## src/rtl/regmode_pkg.sv

```systemverilog
package regmode_pkg;
  localparam int unsigned DATA_W   = 8;
  localparam int unsigned MODE_W   = 2;
  localparam int unsigned NUM_SEL  = 3;

  typedef enum logic [MODE_W-1:0] {
    MODE_OFF     = 2'b00,
    MODE_PWM     = 2'b01,
    MODE_ECO     = 2'b10,
    MODE_PWM_ALT = 2'b11
  } reg_mode_e;

  typedef struct packed {
    logic              warm_hold;
    logic              vsrc_pins;
    logic [MODE_W-1:0] status;
    logic [MODE_W-1:0] lowpwr;
    logic [MODE_W-1:0] run;
  } ctrl_word_t;
endpackage

```

## src/rtl/regmode_fields.sv

```systemverilog
module regmode_fields
  import regmode_pkg::*;
#(
  parameter int unsigned ADDR_W   = 12,
  parameter logic [ADDR_W-1:0] REG_ADDR = 12'h12C
) (
  input  logic              clk,
  input  logic              hw_rst,
  input  logic              sw_rst,
  input  logic              wr_en,
  input  logic [ADDR_W-1:0] addr,
  input  logic [DATA_W-1:0] wdata,
  output logic [MODE_W-1:0] run_mode,
  output logic [MODE_W-1:0] lowpwr_mode,
  output logic              warm_hold,
  output logic              vsrc_pins
);
  logic       hit;
  ctrl_word_t wd;

  assign hit = wr_en && (addr == REG_ADDR);
  assign wd  = ctrl_word_t'(wdata);

  // Mode fields: cleared by either reset domain.
  always_ff @(posedge clk) begin
    if (hw_rst || sw_rst) begin
      run_mode    <= MODE_OFF;
      lowpwr_mode <= MODE_OFF;
    end else if (hit) begin
      run_mode    <= wd.run;
      lowpwr_mode <= wd.lowpwr;
    end
  end

  // Control bits: hardware-reset domain only.
  always_ff @(posedge clk) begin
    if (hw_rst) begin
      warm_hold <= 1'b0;
      vsrc_pins <= 1'b0;
    end else if (hit) begin
      warm_hold <= wd.warm_hold;
      vsrc_pins <= wd.vsrc_pins;
    end
  end
endmodule

```

## src/rtl/regmode_status.sv

```systemverilog
module regmode_status
  import regmode_pkg::*;
#(
  parameter int unsigned SEL_N = NUM_SEL
) (
  input  logic              clk,
  input  logic              hw_rst,
  input  logic              sw_rst,
  input  logic [SEL_N-1:0]  sel,
  input  logic [MODE_W-1:0] run_mode,
  input  logic [MODE_W-1:0] lowpwr_mode,
  output logic [MODE_W-1:0] status
);
  logic claimed;
  assign claimed = |sel;

  always_ff @(posedge clk) begin
    if (hw_rst || sw_rst) status <= MODE_OFF;
    else                  status <= claimed ? lowpwr_mode : run_mode;
  end
endmodule

```

## src/rtl/regmode_warm.sv

```systemverilog
module regmode_warm (
  input  logic clk,
  input  logic hw_rst,
  input  logic warm_rst,
  input  logic warm_hold,
  output logic reload
);
  logic warm_q;

  always_ff @(posedge clk) begin
    if (hw_rst) begin
      warm_q <= 1'b0;
      reload <= 1'b0;
    end else begin
      warm_q <= warm_rst;
      reload <= warm_rst && !warm_q && !warm_hold;
    end
  end
endmodule

```

## src/rtl/regulator_mode_reg.sv

```systemverilog
module regulator_mode_reg
  import regmode_pkg::*;
#(
  parameter int unsigned ADDR_W   = 12,
  parameter logic [ADDR_W-1:0] REG_ADDR = 12'h12C
) (
  input  logic              clk,
  input  logic              hw_rst,
  input  logic              sw_rst,
  input  logic              warm_rst,
  input  logic [ADDR_W-1:0] bus_addr,
  input  logic              bus_wr,
  input  logic              bus_rd,
  input  logic [7:0]        bus_wdata,
  output logic [7:0]        bus_rdata,
  input  logic              sel_sleep,
  input  logic              sel_en1,
  input  logic              sel_en2,
  output logic [1:0]        mode_out,
  output logic              vsel_from_pins,
  output logic              volt_reload
);
  logic [MODE_W-1:0] run_mode, lowpwr_mode, status;
  logic              warm_hold, vsrc_pins;
  ctrl_word_t        rd_word;

  regmode_fields #(.ADDR_W(ADDR_W), .REG_ADDR(REG_ADDR)) u_fields (
    .clk(clk), .hw_rst(hw_rst), .sw_rst(sw_rst), .wr_en(bus_wr),
    .addr(bus_addr), .wdata(bus_wdata), .run_mode(run_mode),
    .lowpwr_mode(lowpwr_mode), .warm_hold(warm_hold), .vsrc_pins(vsrc_pins)
  );

  regmode_status #(.SEL_N(NUM_SEL)) u_status (
    .clk(clk), .hw_rst(hw_rst), .sw_rst(sw_rst),
    .sel({sel_en2, sel_en1, sel_sleep}), .run_mode(run_mode),
    .lowpwr_mode(lowpwr_mode), .status(status)
  );

  regmode_warm u_warm (
    .clk(clk), .hw_rst(hw_rst), .warm_rst(warm_rst),
    .warm_hold(warm_hold), .reload(volt_reload)
  );

  assign rd_word = '{warm_hold: warm_hold, vsrc_pins: vsrc_pins,
                     status: status, lowpwr: lowpwr_mode, run: run_mode};

  always_ff @(posedge clk) begin
    if (hw_rst)      bus_rdata <= '0;
    else if (bus_rd) bus_rdata <= (bus_addr == REG_ADDR) ? rd_word : '0;
  end

  assign mode_out       = status;
  assign vsel_from_pins = vsrc_pins;
endmodule

```

## config.mk

```make
export PLATFORM = sky130hd
export DESIGN_NAME = regulator_mode_reg
export DESIGN_NICKNAME = d
export VERILOG_FILES = /design/src/rtl/regmode_pkg.sv /design/src/rtl/regmode_fields.sv /design/src/rtl/regmode_status.sv /design/src/rtl/regmode_warm.sv /design/src/rtl/regulator_mode_reg.sv
export SDC_FILE = /design/constraint.sdc
export NUM_CORES = 1
export LEC_CHECK = 0
export BUFFER_PORTS_ARGS = -buffer_cell sky130_fd_sc_hd__buf_2
export CAP_MARGIN = 20
export CORE_ASPECT_RATIO = 1.1
export CORE_MARGIN = 2
export CORE_UTILIZATION = 42
export DETAILED_ROUTE_END_ITERATION = 12
export PLACE_DENSITY = 0.76
export SYNTH_ARGS = -nofsm -noshare
export SYNTH_HDL_FRONTEND = slang
export SYNTH_HIERARCHICAL = 1
export SYNTH_SLANG_ARGS = --single-unit
```

## constraint.sdc

```tcl
create_clock -name clk -period 1.2 [get_ports clk]
set_clock_uncertainty 0.15 [all_clocks]
set_input_delay 0.12 -clock clk [delete_from_list [all_inputs] [get_ports clk]]
set_output_delay 0.12 -clock clk [all_outputs]
set_load 0.01 [all_outputs]
```

==> results.toml <==
[status]
outcome = "finished, violations left"
violations = "negative hold slack"

[critical_path]
regToRegSetupSlack_ns = 0.05
worstPathRequired_ns = 1.28
cpMaxStageDelayCell = "dlygate4sd3_1"
cp-end-kind = "flop"
startpoint = "hw_rst"
r2r-start = "u_fields/run_mode[1]"
cp_num_buf_inv = 2
slowest_delay_ns = 0.57
critPathMaxFanout = 5
critPathLaunchType = "input port"
cp_top_family = "buffers and inverters"
crit_chain = "buf_2 > dlygate4sd3_1 > or2_2 > a21oi_1"
critPathKind = "in2reg"
arrival_ns = 1.23

[placed_design]
placedCellCount = 123
place.gp.congestion = 0.725
dp_hpwl_um = 1230
port_buffers = 38
pre_cts_ws_ns = -0.108
place_area_um2 = 965

[yosys]
yosys-mux-area-fraction_pct = 7.91
yosys-top-cells-area = "dfxtp_1 47%, a22o_2 11%, mux2i_1 7.9%, nor4b_2 5.9%, nand2_1 4.0%"
synth_simple_gate_area_share_pct = 27.8
syn_avg_cell_area_um2 = 11.3
synth_nets = 96
synth_warnings = 6
synth_compound_area_share_pct = 13.8
yosys.area_share.xor_xnor_pct = 0
syn_area_um2 = 759
synth_cell_types = 17
synth_top_family_by_area = "simple AND/OR/NAND/NOR gates"
yosys.area.top_type_share_pct = 47.4
synthAdderAreaFrac_pct = 0
synth_top_area_cell = "dfxtp_1"
ys_ff_latch = 18
syn_inst = 67
synth_seq_area_share_pct = 47.4

[cts]
cts_max_path_buffers = 2
path_clk_slew_ns = 0.10
post_cts_buffers = 0
cts_hold_buf = 9
clockRootBuffer = "clkbuf_4"
cts_resized = 0
clk_latency_ns = 0.29
numCtsBuffers = 3
h-tree-depth = 1
cts_tree = "done"
cts_num_sinks = 18

[pwr]
p_total_mw = 1.08
power_density_nw_per_um2 = 993
power_leakage_nw = 0.494
p_clk_share_pct = 34.0
p_int_uw = 855
p_comb_share_pct = 10.5
switchingPower_uw = 229
vdd_drop_max_v = 0.000445
netSwitchingFraction_pct = 21.1
p_seq_share_pct = 55.5

[global_routing]
grt_max_degree = 11
grt_pass1_vias = 638
grt_pass1_wl_um = 2610
grt.overflow.total = 0
grt_antenna_before_repair = 0
grtUsageTotal_pct = 15.5

[timing]
rsz0062_at_grt = "no"
fin_hold_ws_ns = -0.0275
slew_headroom_pct = 62.0
fin_setup_tns_ns = 0
worst_pin_slew_ns = 0.567
fmax_mhz = 868
fin_crit_sh_pct = 96.0
slew_violations = 0
fin_ws_ns = 0.0476
fin_crit_ns = 1.15
hold_violations = 2
setup_viol = 0

[final_layout]
drive_gt1_share_pct = 48.3
stdcell_area_um2 = 1090
fin_cells = 136
post-route-util_pct = 62.6
num_antenna_cells = 0
layout.nets = 148
area_delta_synth_final_pct = 43.7

[floorplanning]
coreArea_um2 = 1740
initial_core_util_pct = 43.6
floorplan.die.height_um = 48.6
fp.dieArea_um2 = 2160
row_count = 16
die_x_um = 44.5
ios = 41

[route]
dr.pass1.iters = 6
avgViaCountPerCell = 5.24
vias = 713
drt-initial-drc-count = 13
antenna_left = 0
wirelength_um = 1570
drc = 0
wl_per_cell_um = 11.6

[run]
drv_cap = 0

[hold_path]
hp-start = "sel_en1"
hp-class = "in2reg"
[worst paths after layout]
path | to | cells past startpoint
worst min-delay path | u_status/status[0] | 3
worst max register to register | u_status/status[1] | 2
worst max-delay path | u_status/status[1] | 4
worst min register to register | u_warm/reload | 1
[worst min-delay path: stages]
cell and delay [ns]:
buf_2 0.10, or4b_1 0.11, a21oi_1 0.05
[cell families (layout without fill, tap and decap cells)]
kind of cell           Yosys count  after routing
multiplexers                     6              6
AND/OR/NAND/NOR                 29             29
AO/OA/AOI/OAI                   12             12
buffers and inverters            2             53
flip-flops                      18             18
[sequential cells by signal, indices dropped and copies added (netlist names)]
signal,flops
u_status/status,2
u_fields/lowpwr_mode,2
u_fields/warm_hold,1
bus_rdata,8
u_warm/warm_q,1
u_warm/reload,1
u_fields/vsrc_pins,1
u_fields/run_mode,2
[power by group through the flow]
stage	sequential (mW)	combinational (mW)	clock (mW)
final	0.602	0.114	0.368
after global routing	0.602	0.126	0.395
after CTS	0.602	0.114	0.377
after detailed placement	0.616	0.0915	0
after global placement	0.615	0.0881	0
after floorplan	0.616	0.0274	0
[final cells by class]
cell class / count / area, um2
fillers: 145 / 651
multi-input cells: 47 / 377
flip-flops and latches: 18 / 360
repair buffers: 49 / 295
clock buffers: 4 / 36.3
well taps: 18 / 22.5
[routing by layer]
metal  wire length, um  global-route usage, %  part of all wire (%)
met5                 0                      0                     0
met4                13                   6.06                  0.83
met3               111                   1.49                   7.1
met2               804                   27.1                    51
met1               643                   18.7                    41
[placed cells by master (no fill, tap or decap), types with 2 or more instances in the layout]
| cell type | Yosys | routed |
|---|---|---|
| and4_1 | 2 | 2 |
| or4b_1 | 2 | 2 |
| a21oi_1 | 2 | 2 |
| mux2i_1 | 6 | 6 |
| and4bb_1 | 2 | 2 |
| nand2b_1 | 4 | 4 |
| buf_4 | 0 | 2 |
| nand2_1 | 8 | 8 |
| dfxtp_1 | 18 | 18 |
| nor4b_2 | 3 | 3 |
| a22o_2 | 8 | 8 |
| dlygate4sd3_1 | 0 | 9 |
| o31ai_1 | 2 | 2 |
| buf_2 | 0 | 38 |
| nor2_1 | 4 | 4 |
| clkbuf_4 | 0 | 3 |
[synth_stat cells (all sizes together)]
cell type and number:
a21oi 2, a22o 8, and3b 1, and4 2, and4bb 3, buf 2, dfxtp 18, mux2i 6
nand2 8, nand2b 4, nor2 4, nor2b 1, nor4b 3, o31ai 2, or2 1, or4b 2
Note: power is estimated with default switching activity, not from simulation.
